===== src/rtl/pcr_pkg.sv =====
package pcr_pkg;

  typedef enum logic {
    TREE_XOR = 1'b0,
    TREE_OR  = 1'b1
  } tree_op_e;

  // depth of a 3-input tree over n leaves
  function automatic int unsigned clog3(input int unsigned n);
    int unsigned d;
    int unsigned p;
    d = 0;
    p = 1;
    while (p < n) begin
      p = p * 3;
      d = d + 1;
    end
    return d;
  endfunction

  // nodes left after l levels of 3:1 reduction
  function automatic int unsigned lvl_w(input int unsigned n, input int unsigned l);
    int unsigned w;
    w = n;
    for (int unsigned i = 0; i < l; i++) w = (w + 2) / 3;
    return w;
  endfunction

endpackage


===== src/rtl/pcr_tree3.sv =====
module pcr_tree3
  import pcr_pkg::*;
#(
  parameter int unsigned N  = 3,
  parameter tree_op_e    OP = TREE_XOR
) (
  input  logic [N-1:0] in_i,
  output logic         out_o
);

  localparam int unsigned DEPTH = clog3(N);

  wire [DEPTH:0][N-1:0] lvl;

  assign lvl[0] = in_i;

  for (genvar l = 0; l < DEPTH; l++) begin : g_lvl
    localparam int unsigned WI = lvl_w(N, l);
    localparam int unsigned WO = lvl_w(N, l + 1);

    // pad with zeros: identity for both xor and or
    logic [3*WO-1:0] pad;
    always_comb begin
      pad = '0;
      pad[WI-1:0] = lvl[l][WI-1:0];
    end

    for (genvar k = 0; k < WO; k++) begin : g_node
      if (OP == TREE_OR) begin : g_or
        assign lvl[l+1][k] = |pad[3*k +: 3];
      end else begin : g_xor
        assign lvl[l+1][k] = ^pad[3*k +: 3];
      end
    end

    if (WO < N) begin : g_fill
      assign lvl[l+1][N-1:WO] = '0;
    end
  end

  assign out_o = lvl[DEPTH][0];

  logic unused_nodes;
  assign unused_nodes = ^lvl;

endmodule


===== src/rtl/pcr_cluster.sv =====
module pcr_cluster
  import pcr_pkg::*;
#(
  parameter int unsigned S = 9
) (
  input  logic         clk_i,
  input  logic         rst_ni,
  input  logic [S-2:0] d_i,
  output logic [S-2:0] q_o,
  output logic         err_o
);

  localparam int unsigned DB = S - 1;

  logic          par_d;
  logic [DB-1:0] data_q;
  logic          par_q;

  // serial overhead: parity formed ahead of the flops
  pcr_tree3 #(
    .N  (DB),
    .OP (TREE_XOR)
  ) i_gen (
    .in_i  (d_i),
    .out_o (par_d)
  );

  always_ff @(posedge clk_i or negedge rst_ni) begin
    if (!rst_ni) begin
      data_q <= '0;
      par_q  <= 1'b0;
    end else begin
      data_q <= d_i;
      par_q  <= par_d;
    end
  end

  // parallel check over all S stored bits
  pcr_tree3 #(
    .N  (S),
    .OP (TREE_XOR)
  ) i_chk (
    .in_i  ({par_q, data_q}),
    .out_o (err_o)
  );

  assign q_o = data_q;

endmodule


===== src/rtl/parity_cluster_reg.sv =====
module parity_cluster_reg
  import pcr_pkg::*;
#(
  parameter int unsigned CL_SIZE = 9,
  parameter int unsigned N_CL    = 9
) (
  input  logic                            clk_i,
  input  logic                            rst_ni,
  input  logic [(CL_SIZE-1)*N_CL-1:0]     data_i,
  output logic [(CL_SIZE-1)*N_CL-1:0]     data_o,
  output logic [N_CL-1:0]                 cl_err_o,
  output logic                            err_o
);

  localparam int unsigned DB = CL_SIZE - 1;
  localparam int unsigned DW = DB * N_CL;

  for (genvar c = 0; c < N_CL; c++) begin : g_cl
    pcr_cluster #(
      .S (CL_SIZE)
    ) i_cl (
      .clk_i  (clk_i),
      .rst_ni (rst_ni),
      .d_i    (data_i[c*DB +: DB]),
      .q_o    (data_o[c*DB +: DB]),
      .err_o  (cl_err_o[c])
    );
  end

  pcr_tree3 #(
    .N  (N_CL),
    .OP (TREE_OR)
  ) i_red (
    .in_i  (cl_err_o),
    .out_o (err_o)
  );

endmodule


===== config.mk =====
export PLATFORM = sky130hd
export DESIGN_NAME = parity_cluster_reg
export DESIGN_NICKNAME = d
export VERILOG_FILES = /design/src/rtl/pcr_pkg.sv /design/src/rtl/pcr_tree3.sv /design/src/rtl/pcr_cluster.sv /design/src/rtl/parity_cluster_reg.sv
export SDC_FILE = /design/constraint.sdc
export NUM_CORES = 1
export LEC_CHECK = 0
export BUFFER_PORTS_ARGS = -buffer_cell sky130_fd_sc_hd__clkbuf_2
export CAP_MARGIN = 20
export CORE_MARGIN = 2
export CORE_UTILIZATION = 30
export CTS_CLUSTER_SIZE = 14
export DETAILED_ROUTE_END_ITERATION = 8
export PLACE_DENSITY = 0.6
export SLEW_MARGIN = 20
export SYNTH_ARGS = -nofsm -noshare
export SYNTH_HDL_FRONTEND = slang
export SYNTH_SLANG_ARGS = --single-unit

===== constraint.sdc =====
create_clock -name clk_i -period 2.43 [get_ports clk_i]
set_clock_uncertainty 0.2 [all_clocks]
set_input_delay 0.486 -clock clk_i [delete_from_list [all_inputs] [get_ports clk_i]]
set_output_delay 0.486 -clock clk_i [all_outputs]
set_load 0.005 [all_outputs]

### Yosys cells after proc, flatten, opt, wreduce, memory -nomap -nowiden

Index checks and enable logic that the tools add are counted.

| storage, ports and cells | value |
|---|---|
| bits in registers | 81 |
| bits of input ports | 74 |
| output and inout port bits | 82 |
| word-level logic and storage cells | 91 |

| operators by class | value |
|---|---|
| reduce and logical (&&, ||, !) cells | 73 |

Operators with widths:

| operator | count |
|---|---|
| $reduce_xor A3 Y1 | 72 |
| $reduce_or A9 Y1 | 1 |

### Logic depth before layout (Yosys ltp)

Gate-level depths: netlist (run 1).

| depth | value |
|---|---|
| depth after elaboration | 3 |
| gate-level depth with buffers | 5 |
| mapped depth without buffers | 5 |

### Cells and area by module

Synthesis (run 1) repeated with hierarchy kept, for this count alone.

| second synthesis, totals | value |
|---|---|
| cells, all modules | 211 |
| area, all modules | 3,342.0 um^2 |

By module, submodules not included:

| module | times used | cells an instance | area an instance (um^2) | seq. area each (um^2) |
|---|---|---|---|---|
| pcr_cluster | 9 | 9 | 225.2 | 225.2 |
| pcr_tree3 (g_cl[0].i_cl.i_chk ...) | 9 | 7 | 82.6 | 0.0 |
| pcr_tree3 (g_cl[0].i_cl.i_gen ...) | 9 | 7 | 61.3 | 0.0 |
| pcr_tree3 (i_red) | 1 | 4 | 20.0 | 0.0 |

### Worst setup path before layout (run 1)

No wires, ideal clock.

| timing | value |
|---|---|
| kind | register -> output |
| start | register g_cl[5].i_cl.data_q[4] |
| end | output port err_o |
| arrival time | 1.471 ns |
| required time | 1.744 ns |
| path slack | 0.273 ns |
| stages on the path, launching flop included | 6 |
| path buffers | 0 |
| cells stage by stage | dfrtp_1 -> xnor2_1 -> xnor3_2 -> xnor2_1 -> nor4_1 -> nand3_1 |

| on the way | value |
|---|---|
| cells in the longest elaborated chain, start to end | 3 |

Ends and longest elaborated chain:

| element | RTL line | RTL |
|---|---|---|
| start: declaration | pcr_cluster.sv:16 | `logic [DB-1:0] data_q;` |
| start signal: assignment | pcr_cluster.sv:33 | `data_q <= d_i;` |
| $reduce_xor A3 Y1 (2 in series) | pcr_tree3.sv:32 | `assign lvl[l+1][k] = ^pad[3*k +: 3];` |
| net g_cl[5].i_cl.err_o | pcr_cluster.sv:10 | `output logic err_o` |
| $reduce_or A9 Y1 | pcr_tree3.sv:30 | `assign lvl[l+1][k] = \|pad[3*k +: 3];` |
| end: declaration | parity_cluster_reg.sv:12 | `output logic err_o` |

The timed path passes the listed nets, and every way through them passes these cells.

### Worst setup path after layout (run 1)

| timing | value |
|---|---|
| start | register g_cl[4].i_cl.data_q[5] |
| end | output port err_o |

| on the way | value |
|---|---|
| cells in the longest elaborated chain, start to end | 3 |

Ends and longest elaborated chain:

| element | RTL line |
|---|---|
| start: declaration | pcr_cluster.sv:16 |
| start signal: assignment | pcr_cluster.sv:33 |
| $reduce_xor A3 Y1 (2 in series) | pcr_tree3.sv:32 |
| $reduce_or A9 Y1 | pcr_tree3.sv:30 |

No other way between the ends.

==> qor.yml, run 1 <==
synth_area_um2: 3340
ys_ff_latch: 81
vias: 2107
netlist_instances: 220
grt_pass1_vias: 2216
slew_headroom_pct: 64.9
gp_congestion: 0.759
period_minus_slack_ns: 2.75
worstHoldPathType: "input port to flip-flop"
path_clk_slew_ns: 0.08
final_core_util_pct: 42.1
wl_per_cell_um: 13.1
cts_sinks: 81
worst_pin_slew_ns: 0.526
cp.required_ns: 1.74
fillers: 1055
rows: 38
cts_tree: "yes"
power_leakage_nw: 2.20
nets: 456
start_util_pct: 30.8
worstSetupStartpointType: "flip-flop"
viasPerCell: 4.00
antenna_left: 0
status: "finished with violations"
wl_met3_um: 759
violations: "setup timing"
finalHoldViolCount: 0
ys_seq_area_share_pct: 60.6
finalCritPeriodShare_pct: 113
max_cap_viol_count: 0
met1Wirelength_um: 2650
syn_nets: 294
drv_slew: 0
setup_tns_ns: -0.385
diodes: 0
coreArea_um2: 10800
dp.final_hpwl_um: 5690
synth.distinct_cells: 10
end_kind: "output port"
clock-root-buffer: "clkbuf_8"
track_usage_pct: 12.2
drtIter0Drc: 38
setup_violations: 3
portBuffers: 155
syn_area_per_cell_um2: 15.2
critPathArrivalTime_ns: 2.07
cts_buffers: 9
finalWorstSetupSlack_ns: -0.322
crit_type: "flip-flop to output port"
yosysWarnings: 0
wl_met2_um: 3400
dieArea_um2: 12000
drc_errors: 0
cellPowerDensity_nw_per_um2: 801
htree_num_levels: 3
final_cell_mix: "clkbuf_2, xnor2_1, dfrtp_1, xor2_1, xnor2_2"
clockBufferDepth: 2
vdd_drop_max_uv: 316
drive_gt1_share_pct: 49.1
layout_commonest_cell: "clkbuf_2"
io_pins: 156
grt_max_degree: 43
dr.pass1.iters: 2
antenna_found_initial: 0
fmax_ghz: 0.363
cp_max_fo: 2
die_w_um: 110
grt_pass1_wl_um: 10700
area_growth_pct: 36.6
grt.overflow.total: 0
die_y_um: 110
highest_layer: "met4"
drt_wl_total_um: 6910
grt_setup_unrepaired: "yes"
## repair_timing
item / 4_1_cts / 5_1_grt
pin swaps: 9 / 12
setup buffers: 0 / 2
hold buffers: 1 / 0
gates resized for setup: 5 / 17
hold endpoints to repair: 39 / 0
setup endpoints to repair: 8 / 10
## path summary, 6_finish.rpt
| path | slack, ns | end | cells after the start | start |
|---|---|---|---|---|
| worst min-delay path | 0.07 | g_cl[2].i_cl.q_o[2] | 1 | data_i[18] |
| min in group asynchronous | 0.47 | g_cl[2].i_cl.q_o[7] | 2 | rst_ni |
| max in group asynchronous | 0.95 | g_cl[1].i_cl.par_q | 3 | rst_ni |
| worst max-delay path | -0.32 | err_o | 7 | g_cl[4].i_cl.q_o[5] |
## cell usage after synthesis
| master | n | area share, % |
|---|---|---|
| buf_4 | 9 | 2.0 |
| nor3_1 | 1 | 0.15 |
| xnor2_1 | 99 | 26 |
| xor2_1 | 18 | 4.7 |
| xnor3_1 | 8 | 5.4 |
| dfrtp_1 | 81 | 61 |
| xnor3_2 | 1 | 0.71 |
| nand3_1 | 1 | 0.15 |
| nor2_1 | 1 | 0.11 |
| nor4_1 | 1 | 0.19 |
## cell families (layout without fill, tap and decap cells)
group / count (synthesis) / count (layout) / synth area share [%]
xor gates and xnor gates: 126 / 126 / 36.8
buffers and inverters: 9 / 176 / 2.02
DFF: 81 / 81 / 60.6
and+or+nand+nor: 4 / 4 / 0.599
## layout make-up
cell class                      instances  area (um^2)  area share, %
Sequential cell                        81         2030           44.4
Multi-Input combinational cell        130         1350           29.6
Timing Repair Buffer                  160          831           18.2
Tap cell                              140          175           3.84
Clock buffer                           11          151           3.32
Clock inverter                          5         30.0          0.658
## worst max-delay path, stage by stage (launching register included)
cell and delay (ns):
dfrtp_1 0.39, xnor2_1 0.18, xnor3_1 0.45, xnor2_2 0.16, nor3_2 0.20, buf_4 0.15
nand3_1 0.06, buf_2 0.13
## flip-flops by register name (all words and copies together), names as in the netlist
name and flops:
g_cl.i_cl.par_q 9, g_cl.i_cl.q_o 72
## where the power goes
part | internal [mW] | switching, mW | total, mW
Sequential | 1.47 | 0.0706 | 1.54
Combinational | 0.721 | 0.505 | 1.23
Clock | 0.422 | 0.470 | 0.892
## layer usage
layer	global-route usage (%)	up-vias
met5	0	-
met4	5.42	0
met3	5.51	6
met2	20.1	89
met1	13.5	1013
li1	-	999
## stage by stage
stage	area (um^2)	cells	hold slack (ns)	power, mW	setup slack, ns
final	4570	527	0.0705	3.66	-0.322
after global routing	4570	527	0.0402	3.91	-0.434
after CTS	4490	525	0.0413	3.65	-0.374
after detailed placement	4260	508	0.303	2.67	0.000959
after global placement	4260	508	0.289	2.66	0.0567
after floorplan	3340	220	-0.00959	2.40	0.273
Power figures use the tool's default switching activity.
==> run 2: changes to the inputs <==
--- a/config.mk
+++ b/config.mk
@@ -16,3 +16,4 @@
 export SYNTH_ARGS = -nofsm -noshare
 export SYNTH_HDL_FRONTEND = slang
 export SYNTH_SLANG_ARGS = --single-unit
+export TNS_END_PERCENT = 10
==> run 2 against run 1 <==
  * The run still ends with setup timing left
  * Combinational power down 5%
  * Total power is 1.6% lower
  * Wire length fell by 0.33%
  * Critical path depth shrank 1
  * Setup slack gained 0.027 ns
  * Sequential power hardly changed
  * Final area is 1.3% lower
  * Critical path type unchanged
  * Clock power about the same
==> qor.yml, run 2 (synthesis results as in run 1) <==
worstHoldPathType: "input port to flip-flop"
worst_pin_slew_ns: 0.527  # +0.000332 ns
cts_buffers: 9  # unchanged
pwr-share-clk_pct: 24.8  # +0.4 points
status: "finished with violations"
nets: 454  # -0.44%
rows: 38  # unchanged
power_leakage_nw: 2.16  # -1.8%
clockBufferDepth: 2  # unchanged
dp_slack_ns: 0.000959  # unchanged
grt_max_degree: 43  # unchanged
track_usage_pct: 12.1  # -0.025 points
htree_num_levels: 3  # unchanged
finalCritPeriodShare_pct: 112  # -1.1 points
dieArea_um2: 12000  # unchanged
layout_commonest_cell: "clkbuf_2"
coreArea_um2: 10800  # unchanged
vdd_drop_max_uv: 316  # about the same
finalWorstSetupSlack_ns: -0.295  # +0.0273 ns
violations: "setup timing"
dr.pass1.iters: 2  # unchanged
setup_violations: 3  # unchanged
hold_path_end: "g_cl[2].i_cl.q_o[2]"
hold_start: "data_i[18]"
final_cell_mix: "clkbuf_2, xnor2_1, dfrtp_1, xor2_1, clkbuf_8"
power_mw: 3.60  # -1.6%
drive_gt1_share_pct: 47.3  # -1.8 points
fmax_ghz: 0.367  # +1.0%
cts_sinks: 81  # unchanged
vias: 2096  # -0.52%
die_y_um: 110  # unchanged
finalHoldViolCount: 0  # unchanged
antenna_left: 0  # unchanged
postCtsSetupRepairBufs: 0  # unchanged
wl_per_cell_um: 13.1  # about the same
area_growth_pct: 34.8
grt_pass1_wl_um: 10700  # about the same
setup_tns_ns: -0.329  # +0.0554 ns
grt.overflow.total: 0  # unchanged
cp_max_fo: 2  # unchanged
cellPowerDensity_nw_per_um2: 799  # -0.26%
slew_headroom_pct: 64.9  # about the same
worstSetupStartpointType: "flip-flop"
drc_errors: 0  # unchanged
start_util_pct: 30.8  # unchanged
clock-root-buffer: "clkbuf_8"
antenna_found_initial: 0  # unchanged
crit_type: "flip-flop to output port"
grt_setup_unrepaired: "yes"
p_int_mw: 2.57  # -1.6%
end_kind: "output port"
period_minus_slack_ns: 2.72  # -0.0273 ns
cts_tree: "yes"
drtIter0Drc: 40  # +5.3%
max_cap_viol_count: 0  # unchanged
portBuffers: 155  # unchanged
swShare_pct: 28.6  # about the same
dp.final_hpwl_um: 5690  # unchanged
path_clk_slew_ns: 0.08  # about the same
pwr-share-seq_pct: 42.6  # +0.5 points
drt_wl_total_um: 6890  # -0.33%
gp_congestion: 0.759  # unchanged
power_switching_mw: 1.03  # -1.5%
critPathArrivalTime_ns: 2.04  # -0.03 ns
io_pins: 156  # unchanged
grt_pass1_vias: 2216  # unchanged
timing.hold.ws_ns: 0.0704  # -0.000153 ns
cp.required_ns: 1.74  # about the same
drv_slew: 0  # unchanged
combPwrFrac_pct: 32.6  # -0.9 points
whs_path_depth: 1  # unchanged
viasPerCell: 3.99  # -0.14%
die_w_um: 110  # unchanged
diodes: 0  # unchanged
largest_reg_flops: 72  # unchanged
==> run 2: power by group through the flow <==
stage | logic, mW | registers [mW] | clock network [mW]
after CTS | 1.16 | 1.54 | 0.949
after global routing | 1.30 | 1.55 | 1.00
after global placement | 1.10 | 1.56 | 0
final | 1.17 | 1.54 | 0.892
after detailed placement | 1.10 | 1.57 | 0
after floorplan | 0.829 | 1.57 | 0
==> run 2: layout make-up <==
class                   count  area (um^2)
clock buffers              11          151
clock inverters             5         30.0
fillers                  1058         6330
multi-input cells         130         1310
flip-flops and latches     81         2030
well taps                 140          175
repair buffers            158          816
==> run 2: worst max-delay path by stage <==
stage                        startpoint    end  slack, ns  cells after the start
floorplan           g_cl[5].i_cl.q_o[4]  err_o       0.27                      5
global placement    g_cl[8].i_cl.q_o[4]  err_o       0.06                      6
detailed placement  g_cl[2].i_cl.q_o[4]  err_o      0.001                      7
CTS                 g_cl[3].i_cl.q_o[4]  err_o      -0.37                      7
global route        g_cl[4].i_cl.q_o[4]  err_o      -0.46                      7
finish              g_cl[5].i_cl.q_o[4]  err_o      -0.29                      6
==> run 2: critical path, stage by stage, from the launching register on <==
cell	delay [ns]
dfrtp_1	0.40
xnor2_1	0.17
xnor3_2	0.46
xnor2_2	0.16
nor4_1	0.28
nand3_1	0.10
clkbuf_2	0.13
==> run 2: repair_timing <==
action / 4_1_cts / 5_1_grt
endpoints found under the setup margin: 8 / 10
pin swaps: 7 / 4
hold buffers: 1 / 0
gates resized for setup: 4 / 4
endpoints found under the hold margin: 39 / 0
==> run 2: metal layers <==
layer	up-vias	share of wire, %	global-route usage [%]
li1	996	-	-
met1	1005	38	13.4
met2	89	49	20.1
met3	6	11	5.51
met4	0	1.5	5.42
met5	-	0	0
==> run 2: through the flow <==
stage,instance area [um^2],utilization (%),instances
2_1_floorplan,3340,-,220
3_3_place_gp,4260,39.3,508
3_5_place_dp,4260,39.3,508
4_1_cts,4480,41.3,525
5_1_grt,4510,41.6,525
6_report,4510,41.6,525
==> run 3: changes to the inputs <==
--- a/config.mk
+++ b/config.mk
@@ -12,6 +12,7 @@
 export CTS_CLUSTER_SIZE = 14
 export DETAILED_ROUTE_END_ITERATION = 8
 export PLACE_DENSITY = 0.6
+export RECOVER_POWER = 100
 export SLEW_MARGIN = 20
 export SYNTH_ARGS = -nofsm -noshare
 export SYNTH_HDL_FRONTEND = slang
==> run 3 against run 2 <==
  * The run still ends with setup timing left
  * Setup slack barely moved
  * Critical endpoint unchanged
  * Total power fell by 0.72%
  * Sequential share of layout area rose by 1.8 points
  * Largest power group unchanged
  * Final area fell by 3.8%
  * Sequential cell count did not move
  * Via count barely moved
  * Highest routed layer unchanged
  * Combinational power barely moved
==> qor.yml, run 3 (synthesis results as in run 1) <==
combPwrFrac_pct: 32.0  # -0.6 points
viasPerCell: 3.99  # about the same
power_switching_mw: 1.03  # +0.40%
worstSetupStartpointType: "flip-flop"
rows: 38  # unchanged
end_kind: "output port"
finalHoldViolCount: 0  # unchanged
drtIter0Drc: 39  # -2.5%
drv_slew: 0  # unchanged
max_cap_viol_count: 0  # unchanged
power_leakage_nw: 1.79  # -17%
finalWorstSetupSlack_ns: -0.295  # -0.0000990 ns
setup_violations: 3  # unchanged
drc_errors: 0  # unchanged
dp_slack_ns: 0.000959  # unchanged
path_cells: "xnor2_1, xnor3_2, xnor2_2, nor4_1, nand3_1, clkbuf_2"
cellPowerDensity_nw_per_um2: 825  # +3.2%
worstHoldPathType: "input port to flip-flop"
violations: "setup timing"
htree_num_levels: 3  # unchanged
die_y_um: 110  # unchanged
cts_buffers: 9  # unchanged
io_pins: 156  # unchanged
drt_wl_total_um: 7000  # +1.6%
grt_pass1_vias: 2216  # unchanged
vdd_drop_max_uv: 314  # -0.55%
portBuffers: 155  # unchanged
largest_reg_flops: 72  # unchanged
fmax_ghz: 0.367  # about the same
layout_commonest_cell: "clkbuf_1"
vias: 2094  # -0.095%
status: "finished with violations"
pwr-share-clk_pct: 25.1  # +0.3 points
cp.required_ns: 1.74  # about the same
grt_max_degree: 43  # unchanged
grt_setup_unrepaired: "yes"
p_int_mw: 2.54  # -1.2%
critPathArrivalTime_ns: 2.04  # about the same
path_clk_slew_ns: 0.08  # about the same
slowest_delay_ns: 0.46  # about the same
slew_headroom_pct: 35.8  # -29 points
crit_type: "flip-flop to output port"
cts_sinks: 81  # unchanged
fin_area_um2: 4330  # -3.8%
dp.final_hpwl_um: 5690  # unchanged
drive_gt1_share_pct: 14.8  # -32 points
grt.overflow.total: 0  # unchanged
grt_pass1_wl_um: 10700  # unchanged
slowest_stage: "xnor3_2"
path_buf_inv: 1  # unchanged
worst_pin_slew_ns: 0.963  # +0.436 ns
placed_cells: 508  # unchanged
antenna_found_initial: 0  # unchanged
cts_tree: "yes"
start_util_pct: 30.8  # unchanged
clock-root-buffer: "clkbuf_8"
wl_per_cell_um: 13.3  # +1.6%
final_cell_mix: "clkbuf_1, xnor2_1, dfrtp_1, clkbuf_2, xor2_1"
swShare_pct: 29.0  # +0.32 points
area_growth_pct: 29.6
cp_max_fo: 2  # unchanged
dr.pass1.iters: 2  # unchanged
track_usage_pct: 12.1  # unchanged
coreArea_um2: 10800  # unchanged
diodes: 0  # unchanged
finalCritPeriodShare_pct: 112  # about the same
pwr-share-seq_pct: 43.0  # +0.4 points
period_minus_slack_ns: 2.72  # +0.0000990 ns
antenna_left: 0  # unchanged
die_w_um: 110  # unchanged
timing.hold.ws_ns: 0.0735  # +0.00310 ns
clockBufferDepth: 2  # unchanged
nets: 454  # unchanged
dieArea_um2: 12000  # unchanged
critPathTopFamily: "XOR/XNOR gates"
postCtsSetupRepairBufs: 0  # unchanged
gp_congestion: 0.759  # unchanged
stdcell_count: 525  # unchanged
dpl_cell_area_um2: 4260  # unchanged
-- run 3: changes by cell type in the layout (fill, tap and decap cells not counted), sizes merged --
cell / delta
buf: -1
clkbuf: +1
-- run 3: per-stage QoR --
stage | util, % | setup TNS [ns] | power [mW]
after global routing | 40.0 | -6.03 | 3.83
final | 40.0 | -0.343 | 3.57
after detailed placement | 39.3 | 0 | 2.67
after CTS | 41.3 | -0.809 | 3.65
after global placement | 39.3 | 0 | 2.66
after floorplan | - | 0 | 2.40
-- run 3: routing by layer --
layer  GRT usage [%]  part of all wire, %  vias to the layer above
li1                -                    -                      996
met1            13.4                   39                     1004
met2            20.1                   49                       89
met3            5.51                   11                        5
met4            5.42                  1.5                        0
met5               0                    0                        -
-- run 3: power by group through the flow --
| stage | registers, mW | logic (mW) | clock network [mW] |
|---|---|---|---|
| after global placement | 1.56 | 1.10 | 0 |
| after global routing | 1.55 | 1.27 | 1.00 |
| after floorplan | 1.57 | 0.829 | 0 |
| after CTS | 1.54 | 1.16 | 0.949 |
| after detailed placement | 1.57 | 1.10 | 0 |
| final | 1.54 | 1.14 | 0.896 |
-- run 3: final cells by class --
class / count / area (um^2)
sequential: 81 / 2030
tap: 140 / 175
clock buffer: 11 / 151
timing repair buffer: 158 / 644
clock inverter: 5 / 30.0
multi-input combinational: 130 / 1310
fill: 1117 / 6510
-- run 3: path summary, 6_finish.rpt --
kind | start | end | slack, ns | cells past startpoint
min in group asynchronous | rst_ni | g_cl[2].i_cl.q_o[5] | 0.63 | 2
setup / recovery | g_cl[5].i_cl.q_o[4] | err_o | -0.29 | 6
max in group asynchronous | rst_ni | g_cl[1].i_cl.q_o[5] | 0.20 | 3
hold / removal | data_i[18] | g_cl[2].i_cl.q_o[2] | 0.07 | 1
-- run 3: repair_timing --
item                                    CTS  global route
pin swaps                                 7             4
resized for setup                         4             4
hold buffers                              1             0
endpoints found under the setup margin    8            10
endpoints found under the hold margin    39             0
